--- config.mk ---
export PLATFORM = sky130hd
export DESIGN_NAME = shadow_ctrl_top
export DESIGN_NICKNAME = d
export VERILOG_FILES = /design/src/rtl/shadow_pkg.sv /design/src/rtl/shadow_vsync_edge.sv /design/src/rtl/shadow_ctrl_reg.sv /design/src/rtl/shadow_stage.sv /design/src/rtl/shadow_ctrl_top.sv
export SDC_FILE = /design/constraint.sdc
export NUM_CORES = 1
export LEC_CHECK = 0
export BUFFER_PORTS_ARGS = -buffer_cell sky130_fd_sc_hd__buf_2
export CORE_MARGIN = 10
export CORE_UTILIZATION = 50
export CTS_BUF_LIST = sky130_fd_sc_hd__clkbuf_8
export DETAILED_ROUTE_END_ITERATION = 8
export HOLD_SLACK_MARGIN = 0.03
export PLACE_DENSITY = 0.88
export SYNTH_ARGS = -nofsm -noshare
export SYNTH_HDL_FRONTEND = slang
export SYNTH_SLANG_ARGS = --single-unit
--- constraint.sdc ---
create_clock -name clk -period 2.2 [get_ports clk]
set_input_delay 0.33 -clock clk [delete_from_list [all_inputs] [get_ports clk]]
set_output_delay 0.33 -clock clk [all_outputs]
set_load 0.01 [all_outputs]
--- src/rtl/shadow_pkg.sv ---
// Shared types and constants for the shadow controller.
// Assumes a 32-bit control word with the policy in its top two bits.
package shadow_pkg;
    typedef enum logic [1:0] {
        UPD_IMM     = 2'd0,
        UPD_VSYNC   = 2'd1,
        UPD_ONESHOT = 2'd2,
        UPD_SPARE   = 2'd3
    } upd_mode_e;

    localparam int CTRL_W   = 32;
    localparam int MODE_LSB = 30;
    localparam int RSV_BIT  = 5;

    // control-word bit that carries the request for stage idx
    function automatic int req_pos(input int idx);
        return (idx < RSV_BIT) ? idx : idx + 1;
    endfunction
endpackage

--- src/rtl/shadow_vsync_edge.sv ---
// Rising-edge detector for the frame-start level.
// Assumes vsync_i is already synchronous to clk.
module shadow_vsync_edge (
    input  logic clk,
    input  logic rst_n,
    input  logic vsync_i,
    output logic rise_o
);
    logic vs_d;

    // remember last sampled strobe level
    always_ff @(posedge clk) begin
        if (!rst_n) vs_d <= 1'b0;
        else        vs_d <= vsync_i;
    end

    assign rise_o = vsync_i & ~vs_d;
endmodule

--- src/rtl/shadow_ctrl_reg.sv ---
// Control word: holds the commit policy and the per-stage pending requests.
// Assumes a write and a frame edge may share a cycle. The edge clears with the
// old policy and the new request is kept.
module shadow_ctrl_reg
    import shadow_pkg::*;
#(
    parameter int NUM_STG = 7
) (
    input  logic               clk,
    input  logic               rst_n,
    input  logic               wr_en,
    input  logic [CTRL_W-1:0]  wr_data,
    input  logic               vs_rise_i,
    output upd_mode_e          mode_o,
    output logic [NUM_STG-1:0] req_o,
    output logic [NUM_STG-1:0] pend_o
);
    function automatic logic [CTRL_W-1:0] used_mask();
        logic [CTRL_W-1:0] m;
        m = '0;
        m[CTRL_W-1:MODE_LSB] = '1;
        for (int i = 0; i < NUM_STG; i++) m[req_pos(i)] = 1'b1;
        return m;
    endfunction

    localparam logic [CTRL_W-1:0] USED_MASK = used_mask();

    upd_mode_e          mode_q;
    logic [NUM_STG-1:0] pend_q;
    logic               unused_bits;

    assign unused_bits = ^(wr_data & ~USED_MASK);

    // gather request bits from their control-word positions
    always_comb begin
        req_o = '0;
        for (int i = 0; i < NUM_STG; i++)
            req_o[i] = wr_en & wr_data[req_pos(i)];
    end

    // policy register, loaded by every write
    always_ff @(posedge clk) begin
        if (!rst_n)     mode_q <= UPD_VSYNC;
        else if (wr_en) mode_q <= upd_mode_e'(wr_data[CTRL_W-1:MODE_LSB]);
    end

    // pending requests: cleared by a committing edge, set by new writes
    always_ff @(posedge clk) begin
        if (!rst_n) pend_q <= '0;
        else if (vs_rise_i && mode_q != UPD_IMM) pend_q <= req_o;
        else pend_q <= pend_q | req_o;
    end

    assign mode_o = mode_q;
    assign pend_o = pend_q;
endmodule

--- src/rtl/shadow_stage.sv ---
// Active copy of one stage's configuration and its commit decision.
// Assumes the policy and pending inputs are the values before the current edge.
module shadow_stage
    import shadow_pkg::*;
#(
    parameter int CFG_W = 16
) (
    input  logic             clk,
    input  logic             rst_n,
    input  upd_mode_e        mode_i,
    input  logic             vs_rise_i,
    input  logic             pend_i,
    input  logic [CFG_W-1:0] work_i,
    output logic [CFG_W-1:0] act_o
);
    logic commit;

    // decide whether this edge loads the working value
    always_comb begin
        unique case (mode_i)
            UPD_IMM:     commit = 1'b1;
            UPD_ONESHOT: commit = vs_rise_i & pend_i;
            default:     commit = vs_rise_i;
        endcase
    end

    // active copy register
    always_ff @(posedge clk) begin
        if (!rst_n)      act_o <= '0;
        else if (commit) act_o <= work_i;
    end
endmodule

--- src/rtl/shadow_ctrl_top.sv ---
// Shadow register controller top: edge detector, control word, one active copy per stage.
// Assumes all inputs are synchronous to clk.
module shadow_ctrl_top
    import shadow_pkg::*;
#(
    parameter int NUM_STG = 7,
    parameter int CFG_W   = 16
) (
    input  logic                     clk,
    input  logic                     rst_n,
    input  logic                     wr_en,
    input  logic [31:0]              wr_data,
    input  logic                     vsync_i,
    input  logic [NUM_STG*CFG_W-1:0] work_cfg_i,
    output logic [NUM_STG*CFG_W-1:0] act_cfg_o,
    output logic [NUM_STG-1:0]       pend_o
);
    logic               vs_rise;
    upd_mode_e          mode_q;
    logic [NUM_STG-1:0] req_vec;

    shadow_vsync_edge edge_i (
        .clk     (clk),
        .rst_n   (rst_n),
        .vsync_i (vsync_i),
        .rise_o  (vs_rise)
    );

    shadow_ctrl_reg #(.NUM_STG(NUM_STG)) ctrl_i (
        .clk       (clk),
        .rst_n     (rst_n),
        .wr_en     (wr_en),
        .wr_data   (wr_data),
        .vs_rise_i (vs_rise),
        .mode_o    (mode_q),
        .req_o     (req_vec),
        .pend_o    (pend_o)
    );

    for (genvar g = 0; g < NUM_STG; g++) begin : g_stage
        shadow_stage #(.CFG_W(CFG_W)) stage_i (
            .clk       (clk),
            .rst_n     (rst_n),
            .mode_i    (mode_q),
            .vs_rise_i (vs_rise),
            .pend_i    (pend_o[g]),
            .work_i    (work_cfg_i[g*CFG_W +: CFG_W]),
            .act_o     (act_cfg_o[g*CFG_W +: CFG_W])
        );
    end
endmodule

==> out/results.tsv, run 1 <==
stage	metric	value	unit
sta	final hold vios	0	
sta	relative slew slack	61.5	%
sta	Final Skew	0.00721	ns
drt	Vias	4437	
layout	Util after Layout	67.9	%
critical_path	Crit. End Element	flip-flop	
layout	nets	922	
yosys	Yosys top cell by area	dfxtp_1	
yosys	Syn Nets	692	
sta	Final setup viols	0	
cts	Hold Buf Count CTS	0	
yosys	Distinct cells, synth	18	
drt	starting DRC count in detailed routing	184	
drt	Routed Wire Length	14.2	mm
cts	CTS tree	done	
grt	initial antenna violation count	0	
cts	Root Buffer	clkbuf_8	
sta	Tmin final	1.50	ns
critical_path	max incr delay on CP	0.51	ns
cts	Resized Gates After CTS	0	
yosys	Cells after Synth	544	
place	Detail Placement HPWL	11.0	mm
pwr	LEAKAGE	0.00356	uW
pwr	Max IR drop VDD	0.448	mV
layout	multi-input logic area	0.00229	sq mm
yosys	Yosys warning total	0	
grt	number of global-route vias before repair	4584	
layout	post-route cell area	0.00664	sq mm
cts	cts bufs inserted	17	
outcome	status	complete, no violations	
critical_path	CP cell instances	nor2_4, a21oi_4, buf_4, mux2i_1	
sta	fmax	666	MHz
floorplan	core area	0.00977	sq mm
layout	Antenna Cells	0	
hold_path	HP Start	work_cfg_i[36]	
critical_path	Crit Path Class	flip-flop to flip-flop	
yosys	asr flop ratio synth	0	%
yosys	synthesized area	0.00502	sq mm
grt	largest net degree at the start of global routing	69	
yosys	synthesized area per cell	9.23	sq um
layout	layout cells sized above 1	37.1	%
cts	H-tree depth	4	
cts	clk sink count	122	
yosys	Post-synth EDFFs	0	
sta	Final Cycle Share	68.3	%
drt	DR pass1 iterations	5	
sta	RSZ-0062 raised after global routing	false	
place	Placed Area	0.00624	sq mm
drt	post-route ant nets	0	
layout	Layout Area Growth over Synthesis	32.3	%
sta	actual slew at the worst max-slew pin	0.576	ns
critical_path	r2r startpoint	ctrl_i.mode_o[0]$_SDFFE_PN1P_	
critical_path	Crit path arrival time	1.79	ns
yosys	sequential element share of the synthesized area	48.6	%
yosys	Post-synth top cells	nand2_1 (232), dfxtp_1 (122), mux2i_1 (114)	
hold_path	Hold/Removal Path Class	input port to flip-flop	
pwr	Cell Pwr Density	807	mW/mm^2
grt	All-Layer GR Usage	18.9	%
yosys	count leader, synth	nand2_1	
sta	Total Neg Setup Slack	0	ns
pwr	Tot Pwr	5360	uW
yosys	Seq cells post-synth	122	
drt	wire per inst	15.4	um
critical_path	crit path launch	ctrl_i.mode_o[0]$_SDFFE_PN1P_	
yosys	Synth top area share	48.6	%
floorplan	Die W	120	um
drt	Via density	4.83	
yosys	Top FF cell, synth	dfxtp_1	
floorplan	Die Y	120	um
sta	Slew Limit Fails	0	
yosys	synth top area cells	dfxtp_1 (49%), mux2i_1 (23%), nand2_1 (17%)	
critical_path	maximum fanout along the worst path	16	
layout	FILL cells	769	
floorplan	Rows	36	
run	max cap viols	0	
grt	global-route wire length before repair	22.2	mm
cts	Reg clk slew, reported paths	0.07	ns
drt	post-route DRC violation count	0	
grt	gr ovfl total	0	
floorplan	IO Count	267	
critical_path	required time of the critical path	2.49	ns
place	RD Place Congestion	0.766	
floorplan	Die ar.	0.0145	sq mm
critical_path	critical path startpoint category	flip-flop	
cts	post-CTS setup buffers	0	
cts	Worst-Skew Late Latency	0.41	ns
critical_path	CP max stage cell	nor2_4	
place	count of input and output buffers	243	
cts	deepest clock path buffer count	2	
layout	register area	0.00244	sq mm
floorplan	initial core utilization	51.4	%
==> worst max-delay path, delay by kind of cell (launching register included) <==
kind                   cells  cell delay, ns
AO/OA/AOI/OAI              1            0.04
multiplexers               1            0.16
AND/OR/NAND/NOR            1            0.51
buffers and inverters      1            0.25
flip-flops                 1            0.40
==> worst paths after layout <==
path         depth (start not counted)  slack [ns]                                  endpoint
min reg2reg                          2        0.45  g_stage[2].stage_i.act_o[2]$_SDFFE_PN0P_
max                                  4        0.70  g_stage[1].stage_i.act_o[1]$_SDFFE_PN0P_
min                                  3        0.15  g_stage[2].stage_i.act_o[4]$_SDFFE_PN0P_
max reg2reg                          4        0.70  g_stage[1].stage_i.act_o[1]$_SDFFE_PN0P_
==> power breakdown <==
part           switching (uW)  internal, uW  total, uW
Combinational             491           419        910
Clock                     834          1140       1970
Sequential               90.5          2390       2480
Total                    1420          3950       5360
==> registers in the layout, summed over array words and instances (netlist names) <==
register and count:
g_stage.stage_i.act_o 112, ctrl_i.pend_o 7, ctrl_i.mode_o 2, edge_i.vs_d 1
==> layer usage <==
layer  vias up  share of wire, %  global-route usage [%]
met4         0               3.3                    9.88
met1      2025                36                    18.1
met5         -                 0                       0
met3        36               8.7                    8.00
li1       2210                 -                       -
met2       166                52                    33.8
==> through the flow <==
stage                     hold slack, ns  setup slack [ns]  instances
after floorplan                    0.457             0.853        544
after global placement             0.441             0.731        888
after detailed placement           0.448             0.621        888
after CTS                          0.126             0.693        918
after global routing               0.113             0.612        918
final                              0.152             0.698        918
==> area by class of cell <==
cell class              count  area share (%)
clock buffers              22            4.56
clock inverters             8            1.41
repair buffers            254            20.2
well taps                 133            2.51
multi-input cells         379            34.5
flip-flops and latches    122            36.8
==> logic make-up (layout without fill, tap and decap cells) <==
logic type	Yosys count	in the layout	synth area share, %
AOI/OAI and AO/OA	21	21	4.01
DFF	122	122	48.6
buffers and inverters	43	284	5.68
and+or+nand+nor	244	244	18.9
muxes	114	114	22.7
==> cell usage in the layout, fill, tap and decap left out <==
cell,instances
a21boi_0,7
a21oi_4,7
and2_1,1
buf_12,3
buf_2,242
buf_4,8
buf_6,1
bufinv_16,2
clkbuf_8,22
clkinv_2,3
clkinvlp_4,2
dfxtp_1,122
inv_1,1
mux2i_1,114
nand2_1,232
nand2b_1,1
nor2_4,1
nor2b_1,2
o21ai_0,7
or2_1,7
Power figures use the tool's default switching activity.
==> run 2: changes to the inputs <==
Settings changed: ABC_AREA set to 1, CORE_UTILIZATION 50 to 43, PLACE_DENSITY 0.88 to 0.79.
Clock period 2.2 ns to 1.3 ns, I/O delays scaled along.
==> out/results.tsv, run 2 <==
stage	metric	value	unit
yosys	Cells after Synth	804	
place	count of input and output buffers	243	
floorplan	initial core utilization	44.3	%
grt	global-route wire length before repair	30.6	mm
yosys	Top FF cell, synth	dfxtp_1	
critical_path	Crit path arrival time	1.58	ns
critical_path	worst-case reg-to-reg path depth	5	
hold_path	Hold Path End	ctrl_i.pend_o[0]$_SDFF_PN0_	
floorplan	IO Count	267	
outcome	status	complete, no violations	
yosys	count leader, synth	nand2_1	
sta	RSZ-0062 raised after global routing	true	
pwr	LEAKAGE	0.00446	uW
critical_path	Crit Path Class	flip-flop to flip-flop	
yosys	asr flop ratio synth	0	%
layout	FILL cells	959	
layout	most frequent cells in the layout	buf_2 (242), nand2_1 (140), inv_1 (130), dfxtp_1 (122), dlygate4sd3_1 (122)	
yosys	Syn Nets	952	
critical_path	maximum fanout along the worst path	32	
layout	layout cells sized above 1	25.2	%
yosys	sequential element share of the synthesized area	45.3	%
cts	post-CTS setup buffers	0	
layout	Util after Layout	69.0	%
critical_path	CP max stage cell	dfxtp_1	
drt	Vias	6279	
drt	post-route ant nets	0	
critical_path	worst path buffer plus inverter count	1	
cts	Worst-Skew Late Latency	0.43	ns
grt	largest net degree at the start of global routing	72	
grt	initial antenna violation count	5	
yosys	synth top area cells	dfxtp_1 (45%), a21oi_1 (11%), nand3_1 (10%)	
cts	clk sink count	122	
pwr	Cell Pwr Density	1180	mW/mm^2
cts	CTS tree	done	
drt	wire per inst	15.0	um
layout	largest reg by FF count	g_stage.stage_i.act_o	
critical_path	CP cell instances	nor2_4, nand2_1, buf_12, a21oi_1, nor2_1	
layout	post-route cell area	0.00839	sq mm
yosys	Yosys warning total	0	
critical_path	Crit. End Element	flip-flop	
sta	Slew Limit Fails	0	
floorplan	Die ar.	0.0174	sq mm
sta	relative slew slack	78.2	%
sta	final hold vios	0	
grt	gr ovfl total	0	
pwr	Max IR drop VDD	0.921	mV
place	Placed Cells	1165	
critical_path	capturing point of the worst reg2reg path	g_stage[3].stage_i.act_o[11]$_SDFFE_PN0P_	
cts	cts bufs inserted	17	
layout	Layout Area Growth over Synthesis	55.5	%
run	max cap viols	0	
yosys	Seq cells post-synth	122	
place	Detail Placement HPWL	11.8	mm
sta	Tmin final	1.26	ns
critical_path	critical path startpoint category	flip-flop	
yosys	Post-synth top cells	nand2_1 (142), dfxtp_1 (122), inv_1 (122)	
floorplan	Rows	40	
yosys	Synth top area share	45.3	%
layout	Layout Cells excl Fill	1323	
sta	fmax	793	MHz
place	RD Place Congestion	0.815	
grt	All-Layer GR Usage	21.5	%
sta	actual slew at the worst max-slew pin	0.327	ns
yosys	synthesized area	0.00539	sq mm
cts	deepest clock path buffer count	2	
floorplan	Die W	132	um
yosys	Yosys top cell by area	dfxtp_1	
drt	DR pass1 iterations	5	
yosys	Distinct cells, synth	15	
place	Placed Area	0.00677	sq mm
sta	Final Cycle Share	97.0	%
critical_path	setup slack, reg-to-reg	0.04	ns
drt	Routed Wire Length	19.9	mm
yosys	synthesized area per cell	6.71	sq um
critical_path	required time of the critical path	1.62	ns
sta	Final setup viols	0	
drt	starting DRC count in detailed routing	398	
critical_path	r2r startpoint	edge_i.vs_d$_SDFF_PN0_	
cts	H-tree depth	4	
layout	max reg flops	112	
critical_path	max incr delay on CP	0.33	ns
cts	Reg clk slew, reported paths	0.07	ns
yosys	Post-synth EDFFs	0	
drt	post-route DRC violation count	0	
floorplan	core area	0.0122	sq mm
drt	Via density	4.75	
hold_path	HP Start	wr_en	
cts	Root Buffer	clkbuf_8	
layout	nets	1286	
critical_path	cell family with most CP delay	simple AND/OR/NAND/NOR gates	
hold_path	Hold/Removal Path Class	input port to flip-flop	
layout	commonest non-fill, non-tap cell in the layout	buf_2	
sta	Final Skew	0.0108	ns
grt	number of global-route vias before repair	5962	
hold_path	Hold Crit Depth	3	
pwr	Tot Pwr	9920	uW
floorplan	Die Y	132	um
run 2: stage by stage:
stage,TNS [ns],worst slack [ns],hold slack (ns)
finish,0,0.0384,0.127
floorplan,0,0.190,0.293
detailed placement,0,0.0233,0.405
global placement,0,0.0487,0.393
CTS,0,0.0452,0.100
global route,-0.122,-0.0267,0.120
run 2: cell families (layout without fill, tap and decap cells):
| logic type | count (synthesis) | after routing | synth area share (%) |
|---|---|---|---|
| and+or+nand+nor | 370 | 370 | 28.5 |
| AOI/OAI and AO/OA | 122 | 122 | 11.3 |
| other | 0 | 5 | 0 |
| DFF | 122 | 122 | 45.3 |
| buffers and inverters | 190 | 536 | 14.8 |
run 2: worst max path at each step:
stage / start / endpoint / depth (start not counted)
after floorplan: ctrl_i.mode_o[0]$_SDFFE_PN1P_ / g_stage[6].stage_i.act_o[11]$_SDFFE_PN0P_ / 7
after global placement: ctrl_i.mode_o[0]$_SDFFE_PN1P_ / g_stage[2].stage_i.act_o[10]$_SDFFE_PN0P_ / 5
after detailed placement: ctrl_i.mode_o[0]$_SDFFE_PN1P_ / g_stage[1].stage_i.act_o[12]$_SDFFE_PN0P_ / 5
after CTS: edge_i.vs_d$_SDFF_PN0_ / g_stage[1].stage_i.act_o[12]$_SDFFE_PN0P_ / 5
after global routing: edge_i.vs_d$_SDFF_PN0_ / g_stage[3].stage_i.act_o[8]$_SDFFE_PN0P_ / 5
final: edge_i.vs_d$_SDFF_PN0_ / g_stage[3].stage_i.act_o[11]$_SDFFE_PN0P_ / 5
run 2: area by class of cell:
type                    instances  area (sq um)  area share (%)
diodes                          5          12.5           0.149
clock buffers                  22           303            3.61
clock inverters                 9          60.1           0.716
inverters                     124           468            5.58
multi-input cells             492          2180            26.0
flip-flops and latches        122          2440            29.1
well taps                     168           210            2.51
repair buffers                381          2710            32.3
run 2: repair_timing:
action                                  4_1_cts  5_1_grt
gates resized for setup                       1        5
hold buffers                                122        0
gates cloned                                  0        0
hold endpoints to repair                    122        0
pin swaps                                     0        1
endpoints found under the setup margin        1       35
run 2: layer usage:
metal | routed length (um) | global-route usage (%)
met1 | 7560 | 22.0
met2 | 9840 | 36.9
met3 | 1660 | 8.54
met4 | 799 | 11.4
met5 | 0 | 0
run 2: tightest hold or removal path: stages:
cell,delay [ns]
buf_2,0.17
nand2_1,0.08
a21oi_1,0.05
run 2: where the power goes:
group	internal (uW)	switching (uW)	total [uW]
Clock	1700	1390	3100
Sequential	4120	191	4310
Combinational	1150	1360	2510
Total	6970	2950	9920
